==> src/rtl/asq_pkg.sv <==
`timescale 1ns/1ps
package asq_pkg;

   typedef enum logic {
      STROBE_DECODED = 1'b0,
      STROBE_FLOPPED = 1'b1
   } strobe_mode_e;

   function automatic int access_cycles(input int period_ps,
                                        input int t_read_ps,
                                        input int t_wcyc_ps);
      int worst;
      worst = (t_read_ps > t_wcyc_ps) ? t_read_ps : t_wcyc_ps;
      return (worst + period_ps - 1) / period_ps;
   endfunction

endpackage

==> src/rtl/asq_phase_timer.sv <==
`timescale 1ns/1ps
module asq_phase_timer #(
   parameter int CYC       = 4,
   parameter bit LOOKAHEAD = 1'b1,
   localparam int CW       = (CYC > 1) ? $clog2(CYC) : 1
) (
   input  logic          clk,
   input  logic          rst_n,
   input  logic          fire,
   output logic          busy,
   output logic          last,
   output logic          view_busy,
   output logic [CW-1:0] view_phase
);
   localparam logic [CW-1:0] LAST_PH = CW'(CYC - 1);

   logic          busy_q, busy_d;
   logic [CW-1:0] ph_q, ph_d;

   assign busy = busy_q;
   assign last = busy_q && (ph_q == LAST_PH);

   always_comb begin
      busy_d = busy_q;
      ph_d   = ph_q;
      if (fire) begin
         busy_d = 1'b1;
         ph_d   = '0;
      end else if (last) begin
         busy_d = 1'b0;
         ph_d   = '0;
      end else if (busy_q) begin
         ph_d   = ph_q + 1'b1;
      end
   end

   always_ff @(posedge clk or negedge rst_n) begin
      if (!rst_n) begin
         busy_q <= 1'b0;
         ph_q   <= '0;
      end else begin
         busy_q <= busy_d;
         ph_q   <= ph_d;
      end
   end

   generate
      if (LOOKAHEAD) begin : g_next_view
         assign view_busy  = busy_d;
         assign view_phase = ph_d;
      end else begin : g_curr_view
         assign view_busy  = busy_q;
         assign view_phase = ph_q;
      end
   endgenerate

endmodule

==> src/rtl/asq_strobe_gen.sv <==
`timescale 1ns/1ps
module asq_strobe_gen #(
   parameter int CYC       = 4,
   parameter bit LOOKAHEAD = 1'b1,
   localparam int CW       = (CYC > 1) ? $clog2(CYC) : 1
) (
   input  logic          clk,
   input  logic          rst_n,
   input  logic          view_busy,
   input  logic [CW-1:0] view_phase,
   input  logic          view_write,
   output logic          mem_en,
   output logic          mem_wr_n
);
   localparam logic [CW-1:0] WIN_LO = CW'(1);
   localparam logic [CW-1:0] WIN_HI = CW'(CYC - 2);

   logic in_win, strobe_on;

   assign in_win    = (view_phase >= WIN_LO) && (view_phase <= WIN_HI);
   assign strobe_on = view_busy && view_write && in_win;

   generate
      if (LOOKAHEAD) begin : g_flopped
         logic en_q, wr_n_q;
         always_ff @(posedge clk or negedge rst_n) begin
            if (!rst_n) begin
               en_q   <= 1'b0;
               wr_n_q <= 1'b1;
            end else begin
               en_q   <= view_busy;
               wr_n_q <= !strobe_on;
            end
         end
         assign mem_en   = en_q;
         assign mem_wr_n = wr_n_q;
      end else begin : g_decoded
         assign mem_en   = view_busy;
         assign mem_wr_n = !strobe_on;
      end
   endgenerate

endmodule

==> src/rtl/asq_req_latch.sv <==
`timescale 1ns/1ps
module asq_req_latch #(
   parameter int AW        = 8,
   parameter int DW        = 8,
   parameter bit LOOKAHEAD = 1'b1
) (
   input  logic          clk,
   input  logic          rst_n,
   input  logic          fire,
   input  logic          last,
   input  logic          req_write,
   input  logic [AW-1:0] req_addr,
   input  logic [DW-1:0] req_wdata,
   input  logic [DW-1:0] mem_rdata,
   output logic          view_write,
   output logic [AW-1:0] mem_addr,
   output logic [DW-1:0] mem_wdata,
   output logic          rsp_valid,
   output logic [DW-1:0] rsp_rdata
);
   logic          wr_q;
   logic [AW-1:0] addr_q;
   logic [DW-1:0] wdata_q, rdata_q;
   logic          done_q;

   always_ff @(posedge clk or negedge rst_n) begin
      if (!rst_n) begin
         wr_q    <= 1'b0;
         addr_q  <= '0;
         wdata_q <= '0;
         rdata_q <= '0;
         done_q  <= 1'b0;
      end else begin
         done_q <= last;
         if (last && !wr_q) rdata_q <= mem_rdata;
         if (fire) begin
            wr_q    <= req_write;
            addr_q  <= req_addr;
            wdata_q <= req_wdata;
         end
      end
   end

   generate
      if (LOOKAHEAD) begin : g_next_op
         assign view_write = fire ? req_write : wr_q;
      end else begin : g_curr_op
         assign view_write = wr_q;
      end
   endgenerate

   assign mem_addr  = addr_q;
   assign mem_wdata = wdata_q;
   assign rsp_valid = done_q;
   assign rsp_rdata = rdata_q;

endmodule

==> src/rtl/async_sram_seq.sv <==
`timescale 1ns/1ps
module async_sram_seq #(
   parameter int                   ADDR_W      = 8,
   parameter int                   DATA_W      = 8,
   parameter int                   CLK_PS      = 20000,
   parameter int                   T_READ_PS   = 65000,
   parameter int                   T_WCYC_PS   = 75000,
   parameter asq_pkg::strobe_mode_e STROBE_MODE = asq_pkg::STROBE_FLOPPED
) (
   input  logic              clk,
   input  logic              rst_n,
   input  logic              req_valid,
   output logic              req_ready,
   input  logic              req_write,
   input  logic [ADDR_W-1:0] req_addr,
   input  logic [DATA_W-1:0] req_wdata,
   output logic              rsp_valid,
   output logic [DATA_W-1:0] rsp_rdata,
   output logic [ADDR_W-1:0] mem_addr,
   output logic [DATA_W-1:0] mem_wdata,
   input  logic [DATA_W-1:0] mem_rdata,
   output logic              mem_en,
   output logic              mem_wr_n
);
   localparam int CYC       = asq_pkg::access_cycles(CLK_PS, T_READ_PS, T_WCYC_PS);
   localparam int CW        = (CYC > 1) ? $clog2(CYC) : 1;
   localparam bit LOOKAHEAD = (STROBE_MODE == asq_pkg::STROBE_FLOPPED);

   generate
      if (CYC < 4) begin : g_bad_cycles
         $error("access needs at least 4 cycles for setup, strobe and hold phases");
      end
      if (ADDR_W < 1 || DATA_W < 1) begin : g_bad_width
         $error("address and data widths must be positive");
      end
      if (CLK_PS < 1) begin : g_bad_period
         $error("clock period must be positive");
      end
   endgenerate

   logic          busy, last, fire;
   logic          view_busy, view_write;
   logic [CW-1:0] view_phase;

   assign req_ready = !busy || last;
   assign fire      = req_valid && req_ready;

   asq_phase_timer #(.CYC(CYC), .LOOKAHEAD(LOOKAHEAD)) u_timer (
      .clk        (clk),
      .rst_n      (rst_n),
      .fire       (fire),
      .busy       (busy),
      .last       (last),
      .view_busy  (view_busy),
      .view_phase (view_phase)
   );

   asq_req_latch #(.AW(ADDR_W), .DW(DATA_W), .LOOKAHEAD(LOOKAHEAD)) u_latch (
      .clk        (clk),
      .rst_n      (rst_n),
      .fire       (fire),
      .last       (last),
      .req_write  (req_write),
      .req_addr   (req_addr),
      .req_wdata  (req_wdata),
      .mem_rdata  (mem_rdata),
      .view_write (view_write),
      .mem_addr   (mem_addr),
      .mem_wdata  (mem_wdata),
      .rsp_valid  (rsp_valid),
      .rsp_rdata  (rsp_rdata)
   );

   asq_strobe_gen #(.CYC(CYC), .LOOKAHEAD(LOOKAHEAD)) u_strobe (
      .clk        (clk),
      .rst_n      (rst_n),
      .view_busy  (view_busy),
      .view_phase (view_phase),
      .view_write (view_write),
      .mem_en     (mem_en),
      .mem_wr_n   (mem_wr_n)
   );

endmodule

==> config.mk <==
export PLATFORM = sky130hd
export DESIGN_NAME = async_sram_seq
export DESIGN_NICKNAME = d
export VERILOG_FILES = /design/src/rtl/asq_pkg.sv /design/src/rtl/asq_phase_timer.sv /design/src/rtl/asq_strobe_gen.sv /design/src/rtl/asq_req_latch.sv /design/src/rtl/async_sram_seq.sv
export SDC_FILE = /design/constraint.sdc
export NUM_CORES = 1
export LEC_CHECK = 0
export ABC_AREA = 1
export ABC_CLOCK_PERIOD_IN_PS = 3150
export BUFFER_PORTS_ARGS = -buffer_cell sky130_fd_sc_hd__buf_2
export CAP_MARGIN = 0
export CORE_MARGIN = 2
export CORE_UTILIZATION = 49
export DETAILED_ROUTE_END_ITERATION = 10
export MAX_ROUTING_LAYER = met4
export PLACE_DENSITY = 0.87
export SLEW_MARGIN = 15
export SYNTH_ARGS = -nofsm -noshare
export SYNTH_HDL_FRONTEND = slang
export SYNTH_SLANG_ARGS = --single-unit
export TNS_END_PERCENT = 10
==> constraint.sdc <==
create_clock -name clk -period 3.15 [get_ports clk]
set_input_delay 0.4725 -clock clk [delete_from_list [all_inputs] [get_ports clk]]
set_output_delay 0.4725 -clock clk [all_outputs]
set_load 0.01 [all_outputs]
### Word level (Yosys, flattened, before mapping)

Index checks and enable logic that the tools add are counted.

* register bits: 30
* word-level logic and storage cells: 28
* input bits: 28
* output and inout bits: 28

* $lt $le $gt $ge: 2
* reduce and logical (&&, ||, !) cells: 10
* eq/ne operators: 1
* add/subtract/negate cells: 1
* mux-type cells: 6

Operators by type and width (number)
* logical AND 1 bit: 6
* two-way mux 2 bit: 3
* logical NOT 1 bit: 3
* two-way mux 1 bit: 3
* adder 2 x 1 -> 2 bit, second input constant: 1
* equality test 2 bit, second input constant: 1
* greater-or-equal comparator 2 x 1 -> 1 bit, second input constant: 1
* <= comparator 2 bit, second input constant: 1
* logical OR 1 bit: 1

### Depth between registers and ports, before layout

Gate-level depths: netlist (run 1).

* depth in word-level cells: 9
* depth in mapped cells: 8
* depth with buffers taken out: 8

### Cells and area by module

A second synthesis (run 1) with hierarchy kept.

* cell total of the unflattened synthesis: 137
* area total of the unflattened synthesis: 1252.5 um^2

By module, submodules not included
* asq_req_latch: area an instance 1004.7 um^2, cells an instance 106, sequential area each 650.6 um^2, instances 1
* asq_phase_timer: area an instance 143.9 um^2, cells an instance 18, sequential area each 75.1 um^2, instances 1
* asq_strobe_gen: area an instance 83.8 um^2, cells an instance 9, sequential area each 51.3 um^2, instances 1
* async_sram_seq: area an instance 20.0 um^2, cells an instance 4, sequential area each 0.0 um^2, instances 1

### Least setup slack after synthesis (run 1)

No wires, ideal clock.

* kind: register to output
* start point: register u_timer.ph_q[0]
* end point: output port req_ready
* stages on the path, launching flop included: 6
* setup slack: 1.680 ns
* buffers on the path: 2
* required time: 2.677 ns
* arrival: 0.998 ns
* cells stage by stage: dfrtp_1 -> ha_1 -> inv_1 -> nand2_2 -> buf_6 -> buf_6

* cells in the longest elaborated chain, start to end: 3

Ends and longest elaborated chain
* start: declaration: line asq_phase_timer.sv:18 `logic [CW-1:0] ph_q, ph_d;`
* start signal: assignment: line asq_phase_timer.sv:43 `ph_q <= ph_d;`
* equality test 2 bit: line asq_phase_timer.sv:21 `assign last = busy_q && (ph_q == LAST_PH);`
* logical AND 1 bit: line asq_phase_timer.sv:21
* logical OR 1 bit: line async_sram_seq.sv:45 `assign req_ready = !busy || last;`
* end: declaration: line async_sram_seq.sv:13 `output logic req_ready,`

No other way between the ends.

### Worst setup path after layout (run 1)

Same ends and word-level chain as after synthesis.

==> flow_summary.ini, run 1 <==
[sta]
setup-tns-final_ps = 0
finalHoldViolCount = 0
post-route-min-period_ps = 2030
timing_max_transition_violations_final = 0
achievable-frequency_mhz = 493
setup_violations = 0
clock_skew_ps = 2.44
fin_crit_sh_pct = 64.4
tightest_slew_ps = 647
unrepaired_setup_endpoints_after_global_routing = false
max-slew-margin-rel_pct = 56.9

[cells_and_area]
fin_nets = 222
layout-drive-gt1-share_pct = 37.1
finalInstanceArea_um2 = 1570
post_layout_nonfiller_instances = 224
post-route-util_pct = 64.1
syn_to_final_growth_pct = 26.2
mostFrequentLayoutCell = sky130_fd_sc_hd__buf_2
layout_common_cells = sky130_fd_sc_hd__buf_2 (55), sky130_fd_sc_hd__nand2_1 (54), sky130_fd_sc_hd__dfrtp_1 (29), sky130_fd_sc_hd__nand3_1 (27), sky130_fd_sc_hd__inv_1 (7)
insertedDiodeCount = 0

[global_route]
grt_usage_pct = 23.0
grt_antenna_before_repair = 0
grt_pass1_vias = 1007
grt_overflow_total = 0
grt_start_max_net_pins = 31
grt_pass1_wl_mm = 4.49

[cts]
cts-root-buf = sky130_fd_sc_hd__clkbuf_4
htreeDepth = 2
clock_sinks = 30
clk_path_buf_depth = 2
cts.repair_timing.setup_buffer_count = 0
cts_repair_resize_count = 0
cts_hold_buffers = 0
cts_buffers = 5
cts_tree = yes
clkSlewWorstSetupHoldPaths_ps = 90
clk-insertion-delay-late_ps = 310

[detailed_routing]
remaining_drc_errors = 0
drtAntennaViolNets = 0
drt-vias-per-instance = 4.87
drt_pre_antenna_iters = 4
wl_per_cell_um = 13.0
total_wire_length_mm = 2.91
detailroute.via_count = 1090
drt_first_iter_violations = 26

[floorplan]
initial_core_util_pct = 50.8
die_area_um2 = 2970
boundaryPins = 56
chipWidth_um = 54.5
num_rows = 18
core_area_um2 = 2450
die-height_um = 54.5

[synth]
synth-seq-cells = 30
synth-warning-count = 0
post_synth.cell_area_avg_um2 = 9.17
synthesis.nets = 165
netlist_instances = 136
post_synth_instance_area_um2 = 1250
ys_seq_area_share_pct = 60.3
synth_cell_type_count = 17

[placement]
io_buffer_count = 55
place_congestion = 0.828
detailedPlacementHpwl_mm = 2.13
dpl.cell_count = 216
placedInstanceArea_um2 = 1510

[worst_setup_path]
timing.critical_path.from = u_timer.ph_q[0]$_DFF_PN0_
arrival_ps = 1550
critPathSlowestCell = sky130_fd_sc_hd__dfrtp_1
data_required_time_at_the_worst_endpoint_ps = 2680
critPathCaptureType = output port
critical_path.startpoint_type = flop
critPathMaxFanout = 20
timing.critical_path.slowest_cell_delay_ps = 420
reg2reg_from = u_timer.ph_q[0]$_DFF_PN0_
crit_type = flop to output port
crit_chain = ha_1, inv_1, nand2_2, buf_2

[power]
ir_worst_vdd_v = 0.000638
power_per_cell_area_nw_per_um2 = 1020
total_leakage_power_uw = 0.000921

[hold_path]
hold_class = input port to asynchronous set/reset pin

[run]
max_cap_viols = 0

[run_status]
outcome = finished, final reports clean
-- cells in the mapped netlist --
| cell type | count | area, µm² |
|---|---|---|
| sky130_fd_sc_hd__nand2_1 | 54 | 203 |
| sky130_fd_sc_hd__dfrtp_1 | 29 | 726 |
| sky130_fd_sc_hd__nand3_1 | 27 | 135 |
| sky130_fd_sc_hd__inv_1 | 7 | 26.3 |
| sky130_fd_sc_hd__nand2_2 | 5 | 31.3 |
| sky130_fd_sc_hd__buf_6 | 3 | 33.8 |
| sky130_fd_sc_hd__a21oi_1 | 1 | 5.00 |
| sky130_fd_sc_hd__buf_2 | 1 | 5.00 |
| sky130_fd_sc_hd__buf_4 | 1 | 7.51 |
| sky130_fd_sc_hd__clkinv_1 | 1 | 3.75 |
| sky130_fd_sc_hd__dfstp_2 | 1 | 26.3 |
| sky130_fd_sc_hd__ha_1 | 1 | 12.5 |
| sky130_fd_sc_hd__inv_2 | 1 | 3.75 |
| sky130_fd_sc_hd__nand3_2 | 1 | 10.0 |
| sky130_fd_sc_hd__nor2_1 | 1 | 3.75 |
| sky130_fd_sc_hd__nor2_2 | 1 | 6.26 |
| sky130_fd_sc_hd__o21ai_2 | 1 | 8.76 |
-- registers in the layout, summed over array words and instances, names as in the netlist --
register,flops
u_latch.mem_addr,8
u_latch.mem_wdata,8
u_latch.rsp_rdata,8
u_latch.rsp_valid,1
u_latch.wr_q,1
u_strobe.mem_en,1
u_strobe.mem_wr_n,1
u_timer.ph_q,2
-- worst max-delay path, delay by kind of cell, from the launching register on --
kind / cells / cell delay (ps)
adders and majority gates: 1 / 220
and+or+nand+nor: 1 / 250
DFF: 1 / 420
buffers and inverters: 2 / 350
-- cells by family after synthesis --
group	share of synthesized area (%)
DFF	60.3
and+or+nand+nor	31.2
AOI/OAI and AO/OA	1.10
buffers and inverters	6.42
adders and majority gates	1.00
-- final timing paths --
path / endpoint / slack [ps] / depth (start not counted)
max: req_ready / 1120 / 4
min: u_latch.mem_wdata[1]$_DFFE_PN0P_ / 170 / 1
max reg2reg: u_strobe.mem_wr_n$_DFF_PN1_ / 1420 / 8
min reg2reg: u_latch.mem_wdata[3]$_DFFE_PN0P_ / 470 / 2
max in group asynchronous: u_latch.mem_addr[1]$_DFFE_PN0P_ / 2560 / 1
min in group clk: u_latch.mem_addr[4]$_DFFE_PN0P_ / 390 / 3
-- report_power, final --
group / internal [µW] / total [µW] / switching (µW)
Clock: 108 / 232 / 124
Sequential: 573 / 670 / 97.8
Combinational: 255 / 700 / 445
Total: 936 / 1600 / 666
-- area by class of cell --
class	count	area (µm²)
fill	224	881
clock inverter	1	5.00
timing repair buffer	55	275
sequential	30	752
tap	30	37.5
inverter	9	33.8
multi-input combinational	92	415
clock buffer	7	55.1
-- per-stage QoR --
stage	setup slack (ps)	hold slack, ps	total power [µW]
6_report	1120	174	1600
5_1_grt	1040	202	1750
4_1_cts	1120	186	1620
3_5_place_dp	1490	454	1380
3_3_place_gp	1550	451	1330
2_1_floorplan	1680	177	1130
-- metal layers --
metal	vias to the layer above	track usage, %	routed length, µm
met1	512	26.1	1130
met2	32	39.0	1610
met4	0	8.75	38
met5	-	-	0
met3	5	5.74	132
li1	541	-	-
(Power assumes the default switching activity.)
==> run 2, diff against run 1 <==
--- a/config.mk
+++ b/config.mk
@@ -6,14 +6,14 @@
 export NUM_CORES = 1
 export LEC_CHECK = 0
 export ABC_AREA = 1
-export ABC_CLOCK_PERIOD_IN_PS = 3150
+export ABC_CLOCK_PERIOD_IN_PS = 2000
 export BUFFER_PORTS_ARGS = -buffer_cell sky130_fd_sc_hd__buf_2
 export CAP_MARGIN = 0
 export CORE_MARGIN = 2
-export CORE_UTILIZATION = 49
+export CORE_UTILIZATION = 45
 export DETAILED_ROUTE_END_ITERATION = 10
 export MAX_ROUTING_LAYER = met4
-export PLACE_DENSITY = 0.87
+export PLACE_DENSITY = 0.81
 export SLEW_MARGIN = 15
 export SYNTH_ARGS = -nofsm -noshare
 export SYNTH_HDL_FRONTEND = slang
==> constraint.sdc (replaced) <==
create_clock -name clk -period 2 [get_ports clk]
set_input_delay 0.3 -clock clk [delete_from_list [all_inputs] [get_ports clk]]
set_output_delay 0.3 -clock clk [all_outputs]
set_load 0.01 [all_outputs]
==> run 2 against run 1 <==
  * Flip-flop and latch count stayed put
  * Clock-buffer cell count is 1 lower
  * Setup slack worse by 920 ps
  * Largest power group unchanged
  * First-iteration DRC count is 69% lower
  * Hold slack better by 18 ps
==> flow_summary.ini, run 2 (same netlist as run 1, synthesis figures left out) <==
[floorplan]
die_area_um2 = 3210
num_rows = 19
core_area_um2 = 2690
initial_core_util_pct = 46.4
die-height_um = 56.7
chipWidth_um = 56.7
boundaryPins = 56

[worst_setup_path]
data_required_time_at_the_worst_endpoint_ps = 1700
arrival_ps = 1500
setup.reg_to_reg.worst_slack_ps = 390
reg2reg_from = u_timer.ph_q[0]$_DFF_PN0_
critical_path.startpoint_type = flop
regToRegEndpoint = u_strobe.mem_wr_n$_DFF_PN1_
critPathMaxFanout = 20
reg2reg_depth = 8
crit_type = flop to output port
critPathCaptureType = output port

[detailed_routing]
drt_pre_antenna_iters = 4
total_wire_length_mm = 2.56
remaining_drc_errors = 0
detailroute.via_count = 1068
wl_per_cell_um = 11.3
drt-vias-per-instance = 4.73
drt_first_iter_violations = 8
drtAntennaViolNets = 0

[global_route]
grt_overflow_total = 0
grt_pass1_wl_mm = 4.36
grt_antenna_before_repair = 0
grt_usage_pct = 18.5
grt_pass1_vias = 1003
grt_start_max_net_pins = 31

[cells_and_area]
layout_common_cells = sky130_fd_sc_hd__buf_2 (55), sky130_fd_sc_hd__nand2_1 (54), sky130_fd_sc_hd__dfrtp_1 (29), sky130_fd_sc_hd__nand3_1 (27), sky130_fd_sc_hd__inv_1 (7)
fin_nets = 223
layout-drive-gt1-share_pct = 36.9
mostFrequentLayoutCell = sky130_fd_sc_hd__buf_2
syn_to_final_growth_pct = 26.4
insertedDiodeCount = 0
post_layout_nonfiller_instances = 226
finalInstanceArea_um2 = 1580
nFillCells = 269
post-route-util_pct = 58.7

[power]
power.internal_uw = 1440
netSwitchingPower_uw = 1010
power_frac_comb_pct = 43.4
totalPowerFinal_uw = 2440
ir_worst_vdd_v = 0.000981
clock_network_power_share_pct = 13.5
sw_share_pct = 41.1
total_leakage_power_uw = 0.000921
power_per_cell_area_nw_per_um2 = 1550
p_seq_share_pct = 43.1

[sta]
unrepaired_setup_endpoints_after_global_routing = false
finalHoldViolCount = 0
setup-tns-final_ps = 0
post-route-min-period_ps = 1800
achievable-frequency_mhz = 556
fin_crit_sh_pct = 90.0
max-slew-margin-rel_pct = 58.5
setup_violations = 0
timing_max_transition_violations_final = 0
clock_skew_ps = 15.9
tightest_slew_ps = 623

[cts]
cts.repair_timing.setup_buffer_count = 0
clk_path_buf_depth = 2
clock_sinks = 30
cts_tree = yes
clk-insertion-delay-late_ps = 330
clkSlewWorstSetupHoldPaths_ps = 100
cts_buffers = 5
htreeDepth = 2
cts-root-buf = sky130_fd_sc_hd__clkbuf_4

[placement]
placedInstanceArea_um2 = 1520
detailedPlacementHpwl_mm = 1.89
place_congestion = 0.798
dpl.cell_count = 217
io_buffer_count = 55

[run_status]
outcome = finished, final reports clean

[hold_path]
hold_path_startpoint = req_wdata[1]
worstHoldEndpoint = u_latch.mem_wdata[1]$_DFFE_PN0P_
worstHoldPathCells = 3
hold_class = input port to flop

[run]
max_cap_viols = 0
run 2: cell count changes in the layout (fill, tap and decap cells not counted):
| cell | delta |
|---|---|
| sky130_fd_sc_hd__clkbuf_8 | -1 |
| sky130_fd_sc_hd__dlygate4sd3_1 | +1 |
| sky130_fd_sc_hd__clkinv_2 | +1 |
run 2: metrics by stage:
step | hold WS [ps] | setup slack [ps]
finish | 192 | 201
global placement | 357 | 409
global route | 181 | 56.0
floorplan | 4.41 | 702
detailed placement | 367 | 360
CTS | 177 | 167
run 2: routing by layer:
metal  GRT usage [%]  vias to the layer above  part of all wire [%]
met5               -                        -                     0
met4            6.12                        0                  0.55
met3            6.91                        2                   5.5
met2            28.4                       26                    51
met1            22.6                      493                    43
li1                -                      547                     -
run 2: worst max path at each step:
stage / startpoint / endpoint / slack (ps) / depth (start not counted)
after global routing: u_timer.ph_q[0]$_DFF_PN0_ / req_ready / 60 / 4
after floorplan: u_timer.ph_q[0]$_DFF_PN0_ / req_ready / 700 / 5
after CTS: u_timer.ph_q[0]$_DFF_PN0_ / req_ready / 170 / 4
after global placement: u_timer.ph_q[0]$_DFF_PN0_ / u_strobe.mem_wr_n$_DFF_PN1_ / 410 / 8
after detailed placement: u_timer.ph_q[0]$_DFF_PN0_ / u_strobe.mem_wr_n$_DFF_PN1_ / 360 / 8
final: u_timer.ph_q[0]$_DFF_PN0_ / req_ready / 200 / 4
run 2: final cells by class:
cell class | instances | area, µm² | share of cell area (%)
sequential | 30 | 752 | 47.7
multi-input combinational | 92 | 415 | 26.3
timing repair buffer | 56 | 285 | 18.1
clock buffer | 6 | 41.3 | 2.62
tap | 31 | 38.8 | 2.46
inverter | 9 | 33.8 | 2.14
clock inverter | 2 | 10.0 | 0.635
run 2: timing repair:
item                                   CTS  global route
setup endpoints to repair                0             0
resized for setup                        0             0
endpoints found under the hold margin    9             0
hold buffers                             1             0
run 2: power groups by stage:
stage | sequential, µW | clock [µW] | combinational [µW]
CTS | 1050 | 344 | 1090
global placement | 1060 | 0 | 1060
finish | 1050 | 330 | 1060
global route | 1090 | 373 | 1210
floorplan | 1180 | 0 | 603
detailed placement | 1060 | 0 | 1080
run 2: worst max-delay path, cell delays in order, from the launching register on:
cell and delay, ps:
sky130_fd_sc_hd__dfrtp_1 400, sky130_fd_sc_hd__ha_1 210, sky130_fd_sc_hd__inv_1 100, sky130_fd_sc_hd__nand2_2 230, sky130_fd_sc_hd__buf_2 240
==> run 3, diff against run 2 <==
--- a/config.mk
+++ b/config.mk
@@ -5,7 +5,6 @@
 export SDC_FILE = /design/constraint.sdc
 export NUM_CORES = 1
 export LEC_CHECK = 0
-export ABC_AREA = 1
 export ABC_CLOCK_PERIOD_IN_PS = 2000
 export BUFFER_PORTS_ARGS = -buffer_cell sky130_fd_sc_hd__buf_2
 export CAP_MARGIN = 0
==> run 3 against run 2 <==
  * Design area shrank 0.56%
  * Critical path depth fell by 1
  * Clock-buffer cell count up 2
  * Hold slack worse by 190 ps
  * Final cell count fell by 26%
  * Global-route usage shrank 1.6 points
  * Maximum frequency about the same
  * Combinational power rose by 7%
==> flow_summary.ini, run 3 <==
[run_status]
outcome = finished, final reports clean

[worst_setup_path]
number_of_buffer_and_inverter_instances_along_the_worst_setup_path = 1
crit_type = flop to output port
crit_chain = ha_1, nand2b_1, buf_2
reg2reg_from = u_timer.ph_q[0]$_DFF_PN0_
critical_path.startpoint_type = flop
data_required_time_at_the_worst_endpoint_ps = 1700
arrival_ps = 1500
critPathMaxFanout = 8
critPathCaptureType = output port
critPathSlowestCell = sky130_fd_sc_hd__dfrtp_1
timing.critical_path.slowest_cell_delay_ps = 440
timing.critical_path.from = u_timer.ph_q[0]$_DFF_PN0_
critPathTopFamily = flip-flops

[hold_path]
hold_class = input port to asynchronous set/reset pin

[floorplan]
boundaryPins = 56
chipWidth_um = 56.2
initial_core_util_pct = 48.7
core_area_um2 = 2520
die_area_um2 = 3160
num_rows = 18
die-height_um = 56.2

[power]
totalPowerFinal_uw = 2550
power_per_cell_area_nw_per_um2 = 1620
total_leakage_power_uw = 0.000814
ir_worst_vdd_v = 0.000934

[sta]
achievable-frequency_mhz = 556
clock_skew_ps = 8.57
unrepaired_setup_endpoints_after_global_routing = false
fin_crit_sh_pct = 89.9
max-slew-margin-rel_pct = 58.2
setup_violations = 0
tightest_slew_ps = 626
finalHoldViolCount = 0
setup-tns-final_ps = 0
timing_max_transition_violations_final = 0
post-route-min-period_ps = 1800

[global_route]
grt_antenna_before_repair = 0
grt_start_max_net_pins = 31
grt_usage_pct = 16.9
grt_pass1_wl_mm = 3.88
grt_overflow_total = 0
grt_pass1_vias = 855

[detailed_routing]
drt_pre_antenna_iters = 3
detailroute.via_count = 809
wl_per_cell_um = 13.1
remaining_drc_errors = 0
total_wire_length_mm = 2.19
drt-vias-per-instance = 4.84
drtAntennaViolNets = 0
drt_first_iter_violations = 9

[synth]
post_synth.cell_area_avg_um2 = 16.2
dominantRegCellSynth = sky130_fd_sc_hd__dfrtp_1
synth_area_leader_cell = sky130_fd_sc_hd__dfrtp_1
synthArstFlopShare_pct = 100
netlist_instances = 76
synth_top_area_share_pct = 59.1
synth_most_common_cell = sky130_fd_sc_hd__dfrtp_1
ys_seq_area_share_pct = 61.3
synth_cell_type_count = 20
yosys-top-cells-area = sky130_fd_sc_hd__dfrtp_1 (59%), sky130_fd_sc_hd__mux2_2 (14%), sky130_fd_sc_hd__mux2_4 (11%), sky130_fd_sc_hd__dfstp_2 (2.1%), sky130_fd_sc_hd__buf_12 (1.6%)
synth_edf_count = 0
post_synth_instance_area_um2 = 1230
synth-seq-cells = 30
synthesis.nets = 105
most_frequent_cells_after_synthesis = sky130_fd_sc_hd__dfrtp_1 (29), sky130_fd_sc_hd__mux2_2 (15), sky130_fd_sc_hd__mux2_4 (9)
synth-warning-count = 0

[cts]
cts_repair_resize_count = 0
cts_hold_buffers = 0
clock_sinks = 30
clk_path_buf_depth = 2
clk-insertion-delay-late_ps = 310
clkSlewWorstSetupHoldPaths_ps = 90
cts-root-buf = sky130_fd_sc_hd__clkbuf_4
htreeDepth = 2
cts.repair_timing.setup_buffer_count = 0
cts_tree = yes
cts_buffers = 5

[cells_and_area]
area_occupied_by_multi_input_gates_um2 = 437
nFillCells = 215
fin_nets = 165
layout_common_cells = sky130_fd_sc_hd__buf_2 (55), sky130_fd_sc_hd__dfrtp_1 (29), sky130_fd_sc_hd__mux2_2 (15), sky130_fd_sc_hd__mux2_4 (9), sky130_fd_sc_hd__clkbuf_4 (5)
mostFrequentLayoutCell = sky130_fd_sc_hd__buf_2
syn_to_final_growth_pct = 27.7
ff_latch_area_um2 = 752
insertedDiodeCount = 0
layout-drive-gt1-share_pct = 66.4

[placement]
io_buffer_count = 55
place_congestion = 0.723

[run]
max_cap_viols = 0
[run 3: final timing paths]
kind / cells past startpoint / slack, ps / end
max in group asynchronous: 1 / 1590 / u_latch.mem_wdata[1]$_DFFE_PN0P_
min in group clk: 2 / 220 / u_latch.rsp_rdata[2]$_DFFE_PN0P_
hold reg to reg: 1 / 490 / u_latch.wr_q$_DFF_PN0_
setup / recovery: 3 / 200 / req_ready
hold / removal: 1 / 3 / u_latch.rsp_rdata[2]$_DFFE_PN0P_
setup reg to reg: 4 / 310 / u_latch.mem_addr[6]$_DFFE_PN0P_
[run 3: kinds of logic (layout without fill, tap and decap cells)]
group	count (synthesis)	in the layout	share of synthesized area [%]
AOI/OAI and AO/OA	5	5	2.65
xor gates and xnor gates	2	2	1.43
adders and majority gates	1	1	1.02
buffers and inverters	4	65	3.16
DFF	30	30	61.3
muxes	24	24	24.8
and+or+nand+nor	10	10	5.71
[run 3: area by class of cell]
type / instances / share of cell area [%]
multi-input cells: 42 / 27.9
flip-flops and latches: 30 / 48.0
well taps: 30 / 2.39
repair buffers: 55 / 17.6
clock buffers: 8 / 3.75
inverters: 2 / 0.479
[run 3: power breakdown]
group / total (µW) / switching [µW] / internal [µW]
combinational: 1130 / 515 / 618
clock: 350 / 177 / 173
sequential: 1060 / 152 / 911
[run 3: through the flow]
| stage | cells | utilization, % | area (µm²) | setup WS (ps) | hold WS [ps] |
|---|---|---|---|---|---|
| CTS | 167 | 62.2 | 1570 | 171 | 8.13 |
| detailed placement | 159 | 59.8 | 1510 | 301 | 362 |
| global route | 167 | 62.2 | 1570 | 72.8 | 37.8 |
| global placement | 159 | 59.8 | 1510 | 386 | 348 |
| finish | 167 | 62.2 | 1570 | 202 | 2.64 |
| floorplan | 76 | - | 1230 | 462 | 4.41 |
[run 3: layer usage]
| layer | vias to the layer above | global-route usage, % | share of wire (%) |
|---|---|---|---|
| met5 | - | - | 0 |
| met4 | 0 | 8.16 | 1.6 |
| met3 | 5 | 5.81 | 10 |
| met2 | 44 | 25.0 | 47 |
| met1 | 382 | 20.6 | 41 |
| li1 | 378 | - | - |
